### config.mk
export PLATFORM = sky130hd
export DESIGN_NAME = lpm_ctrl
export DESIGN_NICKNAME = d
export VERILOG_FILES = /design/src/rtl/lpm_pkg.sv /design/src/rtl/lpm_cmd_reg.sv /design/src/rtl/lpm_srst_pulse.sv /design/src/rtl/lpm_stall_gen.sv /design/src/rtl/lpm_ctrl.sv
export SDC_FILE = /design/constraint.sdc
export NUM_CORES = 1
export LEC_CHECK = 0
export BUFFER_PORTS_ARGS = -buffer_cell sky130_fd_sc_hd__buf_2
export CAP_MARGIN = 20
export CORE_MARGIN = 2
export CORE_UTILIZATION = 54
export CTS_BUF_LIST = sky130_fd_sc_hd__clkbuf_4 sky130_fd_sc_hd__clkbuf_8
export CTS_CLUSTER_DIAMETER = 50
export CTS_CLUSTER_SIZE = 20
export DETAILED_ROUTE_END_ITERATION = 8
export MAX_ROUTING_LAYER = met4
export PLACE_DENSITY = 0.85
export SKIP_CTS_REPAIR_TIMING = 1
export SYNTH_ARGS = -nofsm -noshare
export SYNTH_HDL_FRONTEND = slang
export SYNTH_SLANG_ARGS = --single-unit
### constraint.sdc
create_clock -name clk -period 2.72 [get_ports clk]
set_input_delay 0.272 -clock clk [delete_from_list [all_inputs] [get_ports clk]]
set_output_delay 0.272 -clock clk [all_outputs]
set_load 0.03 [all_outputs]
### src/rtl/lpm_pkg.sv
package lpm_pkg;

  localparam int unsigned REG_W = 8;

  // Register bit positions: decoded by software, so fixed.
  localparam int unsigned B_STOP  = 7;
  localparam int unsigned B_SLEEP = 6;
  localparam int unsigned B_HIZ   = 5;
  localparam int unsigned B_SRSTN = 4;
  localparam int unsigned B_RSV1  = 3;
  localparam int unsigned B_CGHI  = 2;
  localparam int unsigned B_CGLO  = 1;
  localparam int unsigned B_RSV0  = 0;

  typedef enum logic [1:0] {
    MODE_RUN   = 2'b00,
    MODE_SLEEP = 2'b01,
    MODE_STOP  = 2'b10
  } lp_mode_e;

  // Stall length: 0, or unit * 2^(sel-1) + 1 cycles.
  function automatic int unsigned stall_len(input logic [1:0] sel,
                                            input int unsigned unit);
    int unsigned n;
    if (sel == 2'b00) n = 0;
    else n = (unit << (sel - 2'd1)) + 1;
    return n;
  endfunction

endpackage

### src/rtl/lpm_cmd_reg.sv
module lpm_cmd_reg
  import lpm_pkg::*;
(
  input  logic             clk,
  input  logic             rst,
  input  logic             cold_rst,
  input  logic             wr_en,
  input  logic [REG_W-1:0] wr_data,
  input  logic             mode_release,
  output logic             sleep_req,
  output logic             stop_req,
  output logic             pin_hiz,
  output logic [1:0]       stall_sel,
  output logic [REG_W-1:0] rd_data
);

  lp_mode_e mode_q;
  logic     hiz_q;
  logic [1:0] sel_q;
  logic     any_rst;

  assign any_rst = rst | cold_rst;

  always_ff @(posedge clk) begin
    if (any_rst) begin
      mode_q <= MODE_RUN;
      hiz_q  <= 1'b0;
    end else begin
      if (wr_en) begin
        hiz_q <= wr_data[B_HIZ];
        if (wr_data[B_STOP])       mode_q <= MODE_STOP;
        else if (wr_data[B_SLEEP]) mode_q <= MODE_SLEEP;
      end
      if (mode_release) mode_q <= MODE_RUN;
    end
  end

  // Stall field has its own reset domain: only cold causes clear it.
  always_ff @(posedge clk) begin
    if (cold_rst)             sel_q <= 2'b00;
    else if (!rst && wr_en)   sel_q <= wr_data[B_CGHI:B_CGLO];
  end

  assign sleep_req = (mode_q == MODE_SLEEP);
  assign stop_req  = (mode_q == MODE_STOP);
  assign pin_hiz   = hiz_q;
  assign stall_sel = sel_q;

  always_comb begin
    rd_data                 = '0;
    rd_data[B_HIZ]          = hiz_q;
    rd_data[B_SRSTN]        = 1'b1;
    rd_data[B_RSV1]         = 1'b1;
    rd_data[B_CGHI:B_CGLO]  = sel_q;
  end

endmodule

### src/rtl/lpm_srst_pulse.sv
module lpm_srst_pulse #(
  parameter int unsigned PULSE = 3
) (
  input  logic clk,
  input  logic clr,
  input  logic trig,
  output logic pulse
);

  localparam int unsigned CW = $clog2(PULSE + 1);

  logic [CW-1:0] left_q;

  always_ff @(posedge clk) begin
    if (clr)                    left_q <= '0;
    else if (trig)              left_q <= CW'(PULSE);
    else if (left_q != '0)      left_q <= left_q - 1'b1;
  end

  assign pulse = (left_q != '0);

endmodule

### src/rtl/lpm_stall_gen.sv
module lpm_stall_gen
  import lpm_pkg::*;
#(
  parameter int unsigned UNIT  = 8,
  parameter int unsigned CNT_W = 6
) (
  input  logic       clk,
  input  logic       clr,
  input  logic       bus_req,
  input  logic [1:0] sel,
  output logic       cpu_clk_en
);

  logic [CNT_W-1:0] left_q;
  logic             pend_q;
  logic [CNT_W-1:0] load_val;
  logic             start;

  assign load_val = CNT_W'(stall_len(sel, UNIT));
  assign start    = bus_req | pend_q;

  always_ff @(posedge clk) begin
    if (clr) begin
      left_q <= '0;
      pend_q <= 1'b0;
    end else if (left_q <= CNT_W'(1)) begin
      // idle or last stall cycle: a waiting or new access starts now
      if (start) begin
        left_q <= load_val;
        pend_q <= 1'b0;
      end else begin
        left_q <= '0;
      end
    end else begin
      left_q <= left_q - 1'b1;
      if (bus_req) pend_q <= 1'b1;
    end
  end

  assign cpu_clk_en = (left_q == '0);

endmodule

### src/rtl/lpm_ctrl.sv
module lpm_ctrl
  import lpm_pkg::*;
#(
  parameter int unsigned STALL_UNIT  = 8,
  parameter int unsigned SRST_CYCLES = 3
) (
  input  logic             clk,
  input  logic             rst,
  input  logic             cold_rst,
  input  logic             wr_en,
  input  logic [REG_W-1:0] wr_data,
  output logic [REG_W-1:0] rd_data,
  input  logic             mode_release,
  input  logic             bus_req,
  output logic             sleep_req,
  output logic             stop_req,
  output logic             pin_hiz,
  output logic             soft_rst,
  output logic             cpu_clk_en
);

  localparam int unsigned STALL_MAX = 4 * STALL_UNIT + 1;
  localparam int unsigned CNT_W     = $clog2(STALL_MAX + 1);

  logic       any_rst;
  logic [1:0] stall_sel;
  logic       srst_trig;

  assign any_rst   = rst | cold_rst;
  assign srst_trig = wr_en & ~wr_data[B_SRSTN];

  lpm_cmd_reg u_cmd (
    .clk          (clk),
    .rst          (rst),
    .cold_rst     (cold_rst),
    .wr_en        (wr_en),
    .wr_data      (wr_data),
    .mode_release (mode_release),
    .sleep_req    (sleep_req),
    .stop_req     (stop_req),
    .pin_hiz      (pin_hiz),
    .stall_sel    (stall_sel),
    .rd_data      (rd_data)
  );

  lpm_srst_pulse #(.PULSE(SRST_CYCLES)) u_srst (
    .clk   (clk),
    .clr   (any_rst),
    .trig  (srst_trig),
    .pulse (soft_rst)
  );

  lpm_stall_gen #(.UNIT(STALL_UNIT), .CNT_W(CNT_W)) u_stall (
    .clk        (clk),
    .clr        (any_rst),
    .bus_req    (bus_req),
    .sel        (stall_sel),
    .cpu_clk_en (cpu_clk_en)
  );

endmodule

After elaboration in Yosys (flattened, before gate mapping)
Cells that the tools add are included.

Flip-flop bits (word level): 14. Input port bits: 14. Output and inout bits: 13. Word-level logic and storage cells: 40.

$add $sub $neg: 4. Magnitude comparators: 1. Eq/ne operators: 3. Shift operators: 1. Mux-type cells: 10. Bitwise operators: 4. Reductions and logical operators: 11.

Operators by type and width (count): $mux 6 (3); $mux 2 (4); $reduce_bool 2->1 (4); $add 6x1->6 const B (1); $le 6x1->1 const B (1); $logic_not 6->1 (1); $shl 4x2->6 const A (1); $sub 6x1->6 const B (1); $reduce_and 2->1 (2); $sub 2x1->2 const B (2); $mux 1 (3); $eq 2x1->1 const B (1); $eq 2x2->1 const B (1); $logic_not 2->1 (1); $ne 2x1->1 const B (1); $or 1x1->1 (2); $reduce_or 2->1 (1); $and 1x1->1 (1); $logic_and 1x1->1 (1); $logic_not 1->1 (1); $not 1->1 (1).

Logic depth before layout (Yosys ltp)
Gate-level depths: netlist (run 1).

Depth after elaboration: 6. Mapped depth: 5. Mapped depth without buffers: 5.

By module
From an unflattened synthesis (run 1), not the netlist that was laid out.

Cells, all modules: 85. Area, all modules: 779.5 um^2.

By module, submodules not included: lpm_stall_gen (instances 1, cells each 42, area each 400.4 um^2, sequential area each 140.1 um^2); lpm_cmd_reg (instances 1, cells each 30, area each 266.5 um^2, sequential area each 100.1 um^2); lpm_srst_pulse (instances 1, cells each 11, area each 100.1 um^2, sequential area each 40.0 um^2); lpm_ctrl (instances 1, cells each 2, area each 12.5 um^2, sequential area each 0.0 um^2).

Worst setup path before layout (run 1)
OpenSTA, ideal clock, no wires.

Path kind: register -> output. Start point: reg u_stall.left_q[3]. End point: out cpu_clk_en. Arrival time: 1.457 ns. Required time: 2.448 ns. Setup slack: 0.991 ns. Stages on the path, launching flop included: 3. Path buffers: 0. Path through: dfxtp_1 -> or3_4 -> nor3b_1.

Longest elaborated chain between the ends: 1.

RTL lines: from (decl) (RTL line lpm_stall_gen.sv:14) `logic [CNT_W-1:0] left_q;`; from (signal assigned) (RTL line lpm_stall_gen.sv:29) `left_q <= load_val;`; from (signal assigned) (RTL line lpm_stall_gen.sv:35) `left_q <= left_q - 1'b1;`; $logic_not 6->1 (RTL line lpm_stall_gen.sv:40) `assign cpu_clk_en = (left_q == '0);`; to (decl) (RTL line lpm_ctrl.sv:19) `output logic cpu_clk_en`.

Every way passes these cells.

Worst setup path after layout (run 1)
Ends and elaborated chain as after synthesis.

==> run summary, run 1 <==
The insertion delay of the later-clocked pin in the worst-skew pair is 0.29 ns. The number of placed I/O pins is 27. The proportion of total power due to net switching came out at 38.79%. The sequential share of power is 37.6%. The leading register cell type out of synthesis is sky130_fd_sc_hd__dfxtp_1. The required time at the endpoint of the critical path came out at 2.45 ns.

The cell at the root of the clock tree is sky130_fd_sc_hd__clkbuf_4. The run finished with clean final reports. The cell count of the worst reg-to-reg path came out at 5.

After filler insertion, the fill cell instance count of the layout stands at 99. The number of standard cells in the layout, taps in and fillers out is 119. The clock transition at the register clock pins on the worst setup and hold paths after CTS came out at 0.09 ns. The HPWL after detailed placement is 1091 µm. In the post-synthesis netlist, the biggest area contributors are sky130_fd_sc_hd__dfxtp_1, sky130_fd_sc_hd__ha_1, sky130_fd_sc_hd__buf_4. Across the run, the number of max-cap violations was 0. In this run the number of H-tree levels came out at 1. The number of flops mapped to enable cells by yosys is 0. The routed via count divided by cell count came out at 5.647. The antenna diode count came out at 0. The cell count after synthesis came out at 85.

The power per unit of standard cell area came out at 786.8 nW/µm². The floorplan die width is 41.84 µm. Global routing consumed, over all layers together, 18.80% of the routing resources. The async set-reset flop share out of synthesis came out at 0%. The worst setup path is launched from a register. Dividing the detail-routed wire length by the instance count gives 12.03 µm. The total die area came out at 1751 µm².

The total overflow left after global routing is 0. The mean instance size in the synthesized netlist is 9.097 µm². The sum of routed wire length over all layers is 1432 µm.

The clock power share is 21.8%. The initial antenna violation count came out at 0. The final-report setup violation count came out at 0. The number of DRC markers after the initial detailed-route iteration came out at 19.

For this run, the top clock speed supported by timing is 578.6 MHz. The portion of the post-synthesis area used by sequential elements is 36.25%. In this run the static leakage power is 0.3945 nW. At the end of routability-driven placement, the weighted congestion stood at 0.8792. The floorplan has 13 rows. The share of total power in combinational logic came out at 40.6%.

The area of the mapped netlist came out at 773.2 µm². The netlist uses 39 different library cells. In this run the power spent charging and discharging nets is 0.2700 mW. The first TritonRoute pass finished after 4 iterations. The path class of the tightest hold or removal check is input pin to register. The highest net fanout along the worst path came out at 5. The Yosys step of the flow raised 0 warnings. The area of the core region is 1318 µm². The clock arrives with 0.006597 ns of skew. The worst hold path was traced through 2 stages. Compared with the post-synthesis result, the final layout area differs by 14.40%.

After synthesis the netlist holds a flip-flop and latch count of 14. The type of the worst setup path is register to output port. The fraction of synthesized cell area taken by the top area cell type is 36.25%. The total clock buffers created by CTS came out at 3. The residual antenna-violating net count after detailed routing came out at 0. The worst reg-to-reg setup slack is 1.03 ns. The starting density of the core is 58.69%. The cell-internal power came out at 0.4260 mW.

The largest net degree at the start of global routing is 10. Summing over every cut layer, the via total after detailed routing is 672. The deepest clock path buffer count is 2. The number of I/O port buffers is 19. The worst path uses 63.54% of the clock period. The slack of the critical path is 0.9916 ns. The DRC violations left came out at 0.

The sequential cells in the finished layout cover a total of 280.3 µm². The kind of end point of the critical path is an output port. The number of endpoints with negative hold slack in the final report was 0. The number of global-route vias before repair came out at 556. The worst setup timing slack at the placement stage is 1.048 ns. Setup repair after global routing left no endpoint under its margin. Data arrives at the worst endpoint at 1.46 ns. The clock net in this run drives a total of 14 sinks. The accumulated negative setup slack is 0 ns.

The global-route wire length before repair is 2394 µm. TritonCTS built the clock tree. The worst voltage drop across the vdd grid is 0.5874 mV. The cell count after placement came out at 115.

The number of max-slew violations in the final report came out at 0. Of all cell types, the one taking the most synthesized area is sky130_fd_sc_hd__dfxtp_1. Of the cells placed in the final design, the portion with a size suffix greater than 1 is 30.77%. The final net count came out at 123. The area used by multi-input combinational logic is 435.4 µm². The height of the chip came out at 41.84 µm. The post-route minimum period came out at 1.728 ns.
-- critical path, cell delays in order (launching register included) --
cell                      delay (ns)
sky130_fd_sc_hd__dfxtp_1        0.35
sky130_fd_sc_hd__or3_4          0.41
sky130_fd_sc_hd__nor3b_1        0.18
sky130_fd_sc_hd__buf_2          0.22
-- synth_stat cells, types with 2 or more instances --
library cell	number
sky130_fd_sc_hd__inv_1	5
sky130_fd_sc_hd__conb_1	2
sky130_fd_sc_hd__nor2_1	8
sky130_fd_sc_hd__nor2b_1	3
sky130_fd_sc_hd__mux2i_1	3
sky130_fd_sc_hd__ha_1	4
sky130_fd_sc_hd__a21oi_1	4
sky130_fd_sc_hd__nor3_1	5
sky130_fd_sc_hd__o22ai_1	2
sky130_fd_sc_hd__o21ai_0	2
sky130_fd_sc_hd__buf_4	6
sky130_fd_sc_hd__dfxtp_1	14
-- per-stage QoR --
| stage | utilization (%) | cell area [µm²] | hold slack [ns] | power, mW |
|---|---|---|---|---|
| after floorplan | - | 784.5 | 0.3444 | 0.4885 |
| after global placement | 64.39 | 848.3 | 0.4688 | 0.5414 |
| after detailed placement | 64.39 | 848.3 | 0.4719 | 0.5479 |
| after CTS | 67.14 | 884.6 | 0.1668 | 0.6989 |
| after global routing | 67.14 | 884.6 | 0.1760 | 0.7377 |
| final | 67.14 | 884.6 | 0.1714 | 0.6960 |
-- cells by family after synthesis --
logic type / count (synthesis) / synth area share [%]
AO/OA/AOI/OAI: 20 / 19.74
XOR/XNOR: 2 / 2.266
adder cells (fa/ha/maj): 4 / 6.473
buffers and inverters: 12 / 8.899
flip-flops: 14 / 36.25
multiplexers: 4 / 5.340
other: 2 / 0.9712
AND/OR/NAND/NOR: 27 / 20.07
-- cell usage in the layout, fill, tap and decap left out, types with 4 or more instances in the layout --
cell	count
sky130_fd_sc_hd__nor3_1	5
sky130_fd_sc_hd__a21oi_1	4
sky130_fd_sc_hd__nor2_1	8
sky130_fd_sc_hd__inv_1	5
sky130_fd_sc_hd__conb_1	5
sky130_fd_sc_hd__dfxtp_1	14
sky130_fd_sc_hd__buf_2	19
sky130_fd_sc_hd__ha_1	4
-- flip-flops by register name (all words and copies together) (netlist names) --
signal / cells
u_stall.left_q: 6
u_cmd.mode_q: 2
u_cmd.stall_sel: 2
u_srst.left_q: 2
u_cmd.pin_hiz: 1
u_stall.pend_q: 1
-- per-layer routing --
layer / track usage, % / vias to the layer above / part of all wire (%)
li1: - / 331 / -
met1: 22.40 / 309 / 41
met2: 28.75 / 28 / 50
met3: 3.913 / 4 / 6.0
met4: 11.61 / 0 / 2.7
met5: - / - / 0
-- worst paths after layout --
kind	startpoint	endpoint
worst max-delay path	u_stall.left_q[3]	cpu_clk_en
worst min register to register	u_cmd.pin_hiz	u_cmd.pin_hiz
worst min-delay path	mode_release	u_cmd.mode_q[1]
worst max register to register	u_stall.left_q[0]	u_stall.left_q[3]
-- area by class of cell --
class	instances	area share [%]
Inverter	5	2.122
Multi-Input combinational cell	62	49.22
Tap cell	15	2.122
Timing Repair Buffer	19	10.75
Clock buffer	4	4.102
Sequential cell	14	31.68
-- power groups by stage --
stage,clock network (mW),logic (mW),registers [mW]
final,0.152,0.282,0.262
after global routing,0.158,0.315,0.265
after CTS,0.155,0.283,0.261
after detailed placement,0,0.283,0.265
after global placement,0,0.278,0.264
after floorplan,0,0.227,0.262
No activity file was read; power rests on OpenSTA's default activity.
==> run 2: changes to the inputs <==
--- a/config.mk
+++ b/config.mk
@@ -7,14 +7,15 @@
 export LEC_CHECK = 0
 export BUFFER_PORTS_ARGS = -buffer_cell sky130_fd_sc_hd__buf_2
 export CAP_MARGIN = 20
+export CORE_ASPECT_RATIO = 0.9
 export CORE_MARGIN = 2
-export CORE_UTILIZATION = 54
+export CORE_UTILIZATION = 50
 export CTS_BUF_LIST = sky130_fd_sc_hd__clkbuf_4 sky130_fd_sc_hd__clkbuf_8
 export CTS_CLUSTER_DIAMETER = 50
 export CTS_CLUSTER_SIZE = 20
 export DETAILED_ROUTE_END_ITERATION = 8
 export MAX_ROUTING_LAYER = met4
-export PLACE_DENSITY = 0.85
+export PLACE_DENSITY = 0.8
 export SKIP_CTS_REPAIR_TIMING = 1
 export SYNTH_ARGS = -nofsm -noshare
 export SYNTH_HDL_FRONTEND = slang
==> constraint.sdc (replaced) <==
create_clock -name clk -period 1.8 [get_ports clk]
set_input_delay 0.18 -clock clk [delete_from_list [all_inputs] [get_ports clk]]
set_output_delay 0.18 -clock clk [all_outputs]
set_load 0.03 [all_outputs]
==> run summary, run 2 (synthesis gave the netlist of run 1 again) <==
The data arrival time of the critical path came out at 1.47 ns. The flow ran to the end, and the final reports show no timing, DRC or antenna violations. Input and output buffers added on the ports amount to 19.

Setup repair after global routing left no endpoint under its margin. The met2 demand-to-capacity share in global routing is 30.63%. The number of sinks on the clock net came out at 14. The internal power of the cells totals 0.6144 mW. Per report_power, the clock group accounts for 17.3% of the total. The highest cell delay on the worst timing path is 0.41 ns.

The largest register by flop count is u_stall.left_q. The number of endpoints with negative hold slack in the final report is 0. The number of placed I/O pins is 27. The clock transition at the register clock pins on the worst setup and hold paths after CTS is 0.08 ns.

The total clock buffers created by CTS is 3. The post-route clock skew is 0.0005959 ns. For this run, global-route usage on met3 was measured as 5.603%. The power per unit of standard cell area came out at 1175 nW/µm². The combined buffer and inverter count along the critical path came out at 1. Summing all flip-flop and latch instances after layout gives 280.3 µm². After global routing the overflow that remains totals 0.

The count of filler cells inserted in the layout came out at 134. In the routed design, unresolved DRC markers number 0. The relative area change from synthesis to final layout is 13.59%. The sum of routed wire length over all layers came out at 1515 µm.

Leaving out fill and tap cells, the most frequent cell in the layout is sky130_fd_sc_hd__buf_2. The first TritonRoute pass finished after 2 iterations. Summing all multi-input logic gate instances after layout gives 435.4 µm². The total die area came out at 1877 µm².

At the end of routability-driven placement, the weighted congestion stood at 0.8450. Based on the critical path, the design can be clocked at up to 606.6 MHz. The proportion of total power due to net switching came out at 40.46%. The overall routing resource usage came out at 19.07%. The tightest hold margin came out at 0.07509 ns.

The met1 capacity usage during global routing is 20.21%. For the worst setup path, the data required time is 1.62 ns. Once detailed placement completed, the half-perimeter wirelength came to 1200 µm. Broken down by cell family, the worst path's largest delay share belongs to simple AND/OR/NAND/NOR gates. The insertion delay of the later-clocked pin in the worst-skew pair is 0.28 ns. Using the TritonRoute via totals, the vias-per-cell ratio works out to 5.597. Setup total negative slack on the finished layout was measured at 0 ns. STA classifies the critical path endpoint as an output port.

The per-cell routed wire length is 12.73 µm. The tightest min-delay check is of the input pin to register type. The number of standard-cell rows in the floorplan came out at 13. The residual antenna-violating net count after detailed routing came out at 0. The antenna diode count came out at 0. The total number of cells along the worst setup path is 3.

The max-cap check violation count is 0. The most used routing layer in global routing is met2. The floorplan die width came out at 45.45 µm. The final-report setup violation count is 0. The worst setup timing slack at the placement stage came out at 0.1995 ns. The worst setup path is of the register to output port kind.

The ratio of final minimum period to clock period is 91.58%. For this configuration, the core starts out at a cell density of 53.41%. The worst voltage drop across the vdd grid is 0.8251 mV.

The count of vias placed by the detailed router is 666. The clock passes through at most 2 buffers. The first global-routing pass estimated 2318 µm of wire. The area of the core region is 1448 µm². The final net count came out at 124. The number of cells on the worst hold path came out at 2. The switching power summed over all nets is 0.4175 mW. The worst path needs 1.648 ns of the cycle, external delays included. The largest net degree at the start of global routing is 10. The cell count of the worst reg-to-reg path came out at 5. The cell with the largest stage delay on the worst path is sky130_fd_sc_hd__or3_4.

The library cells used most frequently in the layout, excluding fill and tap cells, are sky130_fd_sc_hd__buf_2, sky130_fd_sc_hd__dfxtp_1, sky130_fd_sc_hd__nor2_1. The number of max-slew violations in the final report was 0. The core utilization of the finished layout is 60.67%. In this run the worst path has a maximum fanout of 5. The signal on the critical path passes through or3_4 > nor3b_1 > buf_2. The sequential share of power is 38.4%.

The initial antenna violation count is 0. Combinational logic is responsible for 44.3% of the overall power. TritonCTS built the clock tree. The slack of the critical path came out at 0.1516 ns. In this run the static leakage power is 0.3925 nW.

The height of the chip is 41.31 µm. The number of global-route vias before repair came out at 564. The ratio of cells with drive above 1 in the final layout is 30.77%.

Clock tree synthesis selected as its root buffer the cell sky130_fd_sc_hd__clkbuf_4. The first routing iteration left 3 violations. In this run the number of H-tree levels came out at 1. The number of flip-flops under the largest register name is 6. STA classifies the critical path startpoint as a register.
## run 2: cell types whose count changed in the layout (fill, tap and decap cells not counted)
cell | before | now
sky130_fd_sc_hd__clkbuf_8 | 1 | 0
sky130_fd_sc_hd__buf_4 | 0 | 1
## run 2: cell type report
class	count	area share (%)
multi-input combinational	62	49.57
tap	15	2.137
timing repair buffer	20	11.68
sequential	14	31.91
inverter	5	2.137
clock buffer	3	2.564
## run 2: through the flow
step / cell area (µm²) / power [mW] / instances
floorplan: 784.5 / 0.7382 / 88
finish: 878.3 / 1.032 / 119
CTS: 878.3 / 1.031 / 119
detailed placement: 855.8 / 0.8569 / 116
global placement: 855.8 / 0.8368 / 116
global route: 878.3 / 1.098 / 119
## run 2: final timing paths
kind / slack (ns) / endpoint / start
setup / recovery: 0.15 / cpu_clk_en / u_stall.left_q[3]
hold / removal: 0.08 / u_cmd.mode_q[1] / mode_release
setup reg to reg: 0.17 / u_stall.left_q[3] / u_stall.left_q[0]
hold reg to reg: 0.54 / u_cmd.pin_hiz / u_cmd.pin_hiz
## run 2: routing by layer
layer	vias to the layer above	wire length, µm
met3	8	63
met1	308	643
met5	-	0
met2	17	755
li1	333	-
met4	0	52
## run 2: worst reg2reg max path, delay by kind of cell, from the launching register on
kind	cells	cell delay, ns
AO/OA/AOI/OAI	2	0.59
adder cells (fa/ha/maj)	1	0.28
buffers and inverters	1	0.11
flip-flops	1	0.44
AND/OR/NAND/NOR	1	0.10
## run 2: power groups by stage
stage | clock [mW] | sequential (mW) | combinational [mW]
finish | 0.178 | 0.397 | 0.457
global route | 0.202 | 0.402 | 0.494
floorplan | 0 | 0.396 | 0.343
global placement | 0 | 0.400 | 0.437
CTS | 0.180 | 0.395 | 0.456
detailed placement | 0 | 0.403 | 0.454
